==> src/rtl/lpa_pkg.sv <==
package lpa_pkg;

    typedef enum logic {
        LM_HALF = 1'b0,
        LM_BYTE = 1'b1
    } lane_mode_e;

    typedef enum logic [1:0] {
        OP_ADD       = 2'b00,
        OP_SUB       = 2'b01,
        OP_WIDEN     = 2'b10,
        OP_WIDEN_ALT = 2'b11
    } op_e;

endpackage

==> src/rtl/lpa_slice.sv <==
// One byte-wide adder slice; the carry-in is chosen by the top so that
// lane boundaries restart the chain.
module lpa_slice #(
    parameter int W = 8
) (
    input  logic [W-1:0] a,
    input  logic [W-1:0] b,
    input  logic         cin,
    output logic [W-1:0] sum,
    output logic         cout
);

    assign {cout, sum} = {1'b0, a} + {1'b0, b} + {{W{1'b0}}, cin};

endmodule

==> src/rtl/lpa_clamp.sv <==
// Per-lane flag generation and saturation for a lane of width W.
module lpa_clamp #(
    parameter int W = 8
) (
    input  logic [W-1:0] a,
    input  logic [W-1:0] b_eff,
    input  logic [W-1:0] sum,
    input  logic         cout,
    input  logic         is_sub,
    input  logic         sgn,
    input  logic         sat,
    output logic [W-1:0] res,
    output logic         flag
);

    logic ovf_signed;
    logic ovf_unsigned;

    always_comb begin
        // Signed overflow: both addends share a sign the sum lacks.
        ovf_signed   = (a[W-1] == b_eff[W-1]) && (sum[W-1] != a[W-1]);
        // Unsigned: carry out on add, missing carry (borrow) on subtract.
        ovf_unsigned = is_sub ? ~cout : cout;
        flag         = sgn ? ovf_signed : ovf_unsigned;

        res = sum;
        if (sat && flag) begin
            if (sgn) begin
                res = a[W-1] ? {1'b1, {(W-1){1'b0}}} : {1'b0, {(W-1){1'b1}}};
            end else begin
                res = is_sub ? {W{1'b0}} : {W{1'b1}};
            end
        end
    end

endmodule

==> src/rtl/lpa_widen.sv <==
// Zero-extends each low byte of the operand into its own double-width lane.
module lpa_widen #(
    parameter int LANE_W     = 8,
    parameter int NUM_HALVES = 2
) (
    input  logic [NUM_HALVES*LANE_W-1:0]   a,
    output logic [NUM_HALVES*2*LANE_W-1:0] y
);

    for (genvar g = 0; g < NUM_HALVES; g++) begin : g_lane
        assign y[g*2*LANE_W +: 2*LANE_W] = {{LANE_W{1'b0}}, a[g*LANE_W +: LANE_W]};
    end

endmodule

==> src/rtl/lane_pack_alu.sv <==
module lane_pack_alu
    import lpa_pkg::*;
#(
    parameter int LANE_W     = 8,
    parameter int NUM_SLICES = 4
) (
    input  logic                          clk,
    input  logic                          rst_n,
    input  logic                          in_valid,
    input  logic [LANE_W*NUM_SLICES-1:0]  opa,
    input  logic [LANE_W*NUM_SLICES-1:0]  opb,
    input  logic                          lane_mode,
    input  logic [1:0]                    op_sel,
    input  logic                          sat_en,
    input  logic                          sgn_en,
    output logic                          out_valid,
    output logic [LANE_W*NUM_SLICES-1:0]  result,
    output logic [NUM_SLICES-1:0]         lane_flag
);

    localparam int DATA_W     = LANE_W * NUM_SLICES;
    localparam int HALF_W     = 2 * LANE_W;
    localparam int NUM_HALVES = NUM_SLICES / 2;

    lane_mode_e mode_c;
    op_e        op_c;
    logic       is_sub;
    logic       is_widen;
    logic       byte_mode;

    assign mode_c    = lane_mode_e'(lane_mode);
    assign op_c      = op_e'(op_sel);
    assign is_sub    = (op_c == OP_SUB);
    assign is_widen  = (op_c == OP_WIDEN) || (op_c == OP_WIDEN_ALT);
    assign byte_mode = (mode_c == LM_BYTE);

    logic [DATA_W-1:0]      b_eff;
    logic [DATA_W-1:0]      sum_w;
    logic [NUM_SLICES-1:0]  cin_s;
    logic [NUM_SLICES-1:0]  cout_s;
    logic [DATA_W-1:0]      byte_res;
    logic [NUM_SLICES-1:0]  byte_flag;
    logic [DATA_W-1:0]      half_res;
    logic [NUM_HALVES-1:0]  half_flag;
    logic [DATA_W-1:0]      widen_res;

    assign b_eff = is_sub ? ~opb : opb;

    // Slice carry chain: even slices always start a lane; odd slices
    // continue the halfword lane or restart in byte mode.
    for (genvar gi = 0; gi < NUM_SLICES; gi++) begin : g_slice
        if (gi % 2 == 0) begin : g_head
            assign cin_s[gi] = is_sub;
        end else begin : g_tail
            assign cin_s[gi] = byte_mode ? is_sub : cout_s[gi-1];
        end

        lpa_slice #(.W(LANE_W)) u_slice (
            .a    (opa[gi*LANE_W +: LANE_W]),
            .b    (b_eff[gi*LANE_W +: LANE_W]),
            .cin  (cin_s[gi]),
            .sum  (sum_w[gi*LANE_W +: LANE_W]),
            .cout (cout_s[gi])
        );

        lpa_clamp #(.W(LANE_W)) u_byte_clamp (
            .a      (opa[gi*LANE_W +: LANE_W]),
            .b_eff  (b_eff[gi*LANE_W +: LANE_W]),
            .sum    (sum_w[gi*LANE_W +: LANE_W]),
            .cout   (cout_s[gi]),
            .is_sub (is_sub),
            .sgn    (sgn_en),
            .sat    (sat_en),
            .res    (byte_res[gi*LANE_W +: LANE_W]),
            .flag   (byte_flag[gi])
        );
    end

    for (genvar gh = 0; gh < NUM_HALVES; gh++) begin : g_half
        lpa_clamp #(.W(HALF_W)) u_half_clamp (
            .a      (opa[gh*HALF_W +: HALF_W]),
            .b_eff  (b_eff[gh*HALF_W +: HALF_W]),
            .sum    (sum_w[gh*HALF_W +: HALF_W]),
            .cout   (cout_s[2*gh+1]),
            .is_sub (is_sub),
            .sgn    (sgn_en),
            .sat    (sat_en),
            .res    (half_res[gh*HALF_W +: HALF_W]),
            .flag   (half_flag[gh])
        );
    end

    lpa_widen #(
        .LANE_W     (LANE_W),
        .NUM_HALVES (NUM_HALVES)
    ) u_widen (
        .a (opa[NUM_HALVES*LANE_W-1:0]),
        .y (widen_res)
    );

    logic [DATA_W-1:0]     next_res;
    logic [NUM_SLICES-1:0] next_flag;

    always_comb begin
        next_res  = half_res;
        next_flag = '0;
        if (is_widen) begin
            next_res = widen_res;
        end else begin
            unique case (mode_c)
                LM_BYTE: begin
                    next_res  = byte_res;
                    next_flag = byte_flag;
                end
                LM_HALF: begin
                    next_res                   = half_res;
                    next_flag[NUM_HALVES-1:0]  = half_flag;
                end
                default: begin
                    next_res  = half_res;
                    next_flag = '0;
                end
            endcase
        end
    end

    always_ff @(posedge clk or negedge rst_n) begin
        if (!rst_n) begin
            out_valid <= 1'b0;
            result    <= '0;
            lane_flag <= '0;
        end else begin
            out_valid <= in_valid;
            if (in_valid) begin
                result    <= next_res;
                lane_flag <= next_flag;
            end
        end
    end

endmodule

==> config.mk <==
export PLATFORM = sky130hd
export DESIGN_NAME = lane_pack_alu
export DESIGN_NICKNAME = d
export VERILOG_FILES = /design/src/rtl/lpa_pkg.sv /design/src/rtl/lpa_slice.sv /design/src/rtl/lpa_clamp.sv /design/src/rtl/lpa_widen.sv /design/src/rtl/lane_pack_alu.sv
export SDC_FILE = /design/constraint.sdc
export NUM_CORES = 1
export LEC_CHECK = 0
export BUFFER_PORTS_ARGS = -buffer_cell sky130_fd_sc_hd__clkbuf_2
export CAP_MARGIN = 15
export CORE_MARGIN = 3
export CORE_UTILIZATION = 45
export CTS_BUF_LIST = sky130_fd_sc_hd__clkbuf_4 sky130_fd_sc_hd__clkbuf_8 sky130_fd_sc_hd__clkbuf_16
export DETAILED_ROUTE_END_ITERATION = 6
export GPL_ROUTABILITY_DRIVEN = 0
export PLACE_DENSITY = 0.71
export SLEW_MARGIN = 30
export SYNTH_ARGS = -nofsm -noshare
export SYNTH_HDL_FRONTEND = slang
export SYNTH_SLANG_ARGS = --single-unit
==> constraint.sdc <==
create_clock -name clk -period 1.4 [get_ports clk]
set_input_delay 0.07 -clock clk [delete_from_list [all_inputs] [get_ports clk]]
set_output_delay 0.07 -clock clk [all_outputs]
set_load 0.1 [all_outputs]
==> results.cfg <==
[place]
place_area_um2 = 5693
dp_hpwl_mm = 10.15
portBuffers = 108
placed_cells = 799

[yosys]
synth_xor_area_share_pct = 12.70
syn_area_um2 = 3862
synth_area_leaders = dfrtp_1, xnor2_1, ha_1
muxShareOfSynthArea_pct = 1.944
synth_simple_gate_area_share_pct = 16.88
synth.distinct_cells = 62
yosys.area.top_type_share_pct = 23.97
yosysSeqAreaShare_pct = 23.97
synth-compound-area-share_pct = 27.24
synth-seq-cells = 37
synth_top_family_by_area = compound AO/OA/AOI/OAI gates
async_flop_share_pct = 100.0
synth_edf_count = 0
synth_fa_ha_area_share_pct = 12.18
synth_warnings = 0
synthFlopType = dfrtp_1
syn-num-nets = 580
synth_area_per_cell_um2 = 8.149
yosysTopAreaCell = dfrtp_1
syn-instance-count = 474

[power_and_ir_drop]
intPower_w = 0.003342
pwr-share-clk_pct = 12.2
combinationalPowerShare_pct = 67.8
peakVddDrop_mv = 0.7827
p_leak_nw = 2.992
switching_share_pct = 50.82
p_per_area_nw_per_um2 = 1081
power_frac_seq_pct = 19.9
power_switching_w = 0.003453
power.total_w = 0.006795

[clock_network]
max-clock-path-buffers = 2
cts_max_level = 2
cts_num_sinks = 37
clkTransAtPathRegs_ns = 0.07
cts_tree = built
cts-root-buf = clkbuf_8
insertion_delay_ns = 0.30
cts_buffers = 5

[die]
initial_core_util_pct = 46.77
die_h_um = 98.65
chipWidth_um = 98.65
dieArea_um2 = 9731
core_um2 = 8258
boundaryPins = 109
row_count = 33

[setup_path]
reg2reg_depth = 3
worst-path-max-fanout = 6
startpoint_type = primary input
crit_buf_inv = 3
path_depth = 19
path_common_cell = fa_2
cpMaxStageDelayCell = fa_2
critPathTopFamily = compound AO/OA/AOI/OAI gates
endpoint_kind = flop
required_ns = 1.56
critPathKind = in -> reg
critPathMaxStageDelay_ns = 0.40
critPathLaunch = op_sel[1]
reg2reg_slack_ns = 0.44
path_cells = buf_8 -> nand2b_4 -> buf_12 -> xnor2_2 -> ha_1 -> o21ai_2 -> a21boi_2 -> a2bb2oi_2 -> mux2_4 -> fa_2 -> fa_2 -> a211oi_2 -> o21bai_1 -> a31oi_1 -> mux2i_2 -> o21ai_4 -> buf_6 -> o211ai_1 -> a31oi_4
r2r_start = result[7]
r2r_end = result[7]
arrival_ns = 4.17
endpoint = result[18]

[cells_and_area]
final_common_cell = buf_4
drive_gt1_share_pct = 48.83
mostFrequentLayoutCells = buf_4, clkbuf_2, nor2_1
syn2layout_area_growth_pct = 62.75
fillers = 592
n_antenna_cell = 0
final_cells = 834
fin_area_um2 = 6286
final_nets = 835

[route]
antenna_left = 0
drt_iter0_markers = 251
drt-vias-per-instance = 5.607
wl_mm = 13.88
wl_per_cell_um = 16.64
drcViolationCount = 0
firstDrtPassIters = 5
vias = 4676

[sta]
rsz0062_at_grt = yes
slew_headroom_pct = 62.46
slew_violations = 0
worst_slew_pin_slew_ns = 0.5655
fin_ws_ns = -2.608
period_share_pct = 286.3
hold_viol = 0
timing.fmax_mhz = 249.5
setup_violations = 36
finalClockSkew_ns = 0
fin_crit_ns = 4.008

[min_path]
hold_class = in -> reg

[global_route]
grt_pass1_vias = 4572
gr-usage-all-layers_pct = 26.55
grt_max_degree = 37
grt-ovfl-total = 0
grt_antenna_before_repair = 0
grt_pass1_wl_mm = 21.31

[status]
violations = negative setup slack
status = finished, violations left

[flow_run]
maxCapViolCount = 0
cell usage after synthesis, types with 7 or more instances:
library cell and number:
a21oi_1 25, nor3_1 8, a31oi_1 13, o21ai_0 26
ha_1 28, o21a_1 7, clkbuf_1 11, nor2b_1 7
or3_1 7, xnor2_1 47, a211oi_1 8, o22ai_1 18
xor2_1 9, a21o_1 11, dfrtp_1 37, nand2_1 31
nor2_1 53, inv_1 29
routing by layer:
metal / track usage [%] / wire [um]
met3: 3.468 / 859
met4: 9.454 / 304
met2: 46.18 / 7040
met1: 33.76 / 5677
met5: 0 / 0
cells by family after synthesis:
family	Yosys count
simple gates	138
xor+xnor	56
compound gates	152
buf+inv	50
fa+ha+maj	34
mux	7
flops	37
worst min path at each step:
stage / start / endpoint / depth (start not counted)
final: opa[14] / result[22] / 3
after global routing: opa[14] / result[22] / 3
after CTS: opa[13] / result[21] / 3
after detailed placement: rst_n / result[16] / 1
after global placement: rst_n / result[16] / 1
after floorplan: rst_n / lane_flag[0] / 0
power groups by stage:
stage          Sequential [W]  Clock [W]  Combinational, W
6_report              0.00136   0.000830           0.00461
5_1_grt               0.00137   0.000873           0.00487
4_1_cts               0.00135   0.000831           0.00439
3_5_place_dp          0.00137          0           0.00419
3_3_place_gp          0.00136          0           0.00411
2_1_floorplan         0.00269          0           0.00169
metrics by stage:
stage / hold slack [ns] / TNS [ns] / worst slack (ns) / utilization [%]
CTS: 0.06591 / -80.16 / -2.385 / 73.15
finish: 0.06262 / -85.03 / -2.608 / 76.12
global route: 0.08052 / -88.85 / -2.740 / 76.12
floorplan: -0.2256 / -94.89 / -2.804 / -
global placement: 0.009526 / -98.66 / -2.858 / 68.94
detailed placement: 0.01114 / -102.65 / -3.033 / 68.94
repair_timing:
item                                    4_1_cts  5_1_grt
hold buffers                                  1        0
cloned                                        1        0
endpoints found under the setup margin       36       36
resized for setup                            38       25
setup buffers                                12       17
hold endpoints to repair                     11        0
pin swaps                                    27       24
layout make-up:
type                            count  area (um^2)  area share, %
Multi-Input combinational cell    388         3167          50.38
Timing Repair Buffer              267         1859          29.58
Sequential cell                    37        925.9          14.73
Tap cell                          105        131.4          2.090
Inverter                           30        112.6          1.791
Clock buffer                        6        82.58          1.314
Clock inverter                      1        7.507         0.1194
state kept, by name, summed over array words and instances, names as in the netlist:
register and count:
lane_flag 4, out_valid 1, result 32
tightest hold or removal path, cell delays in order:
cell	delay, ns
clkbuf_2	0.10
nand2_1	0.06
a31oi_1	0.08
No activity file was read; power rests on OpenSTA's default activity.
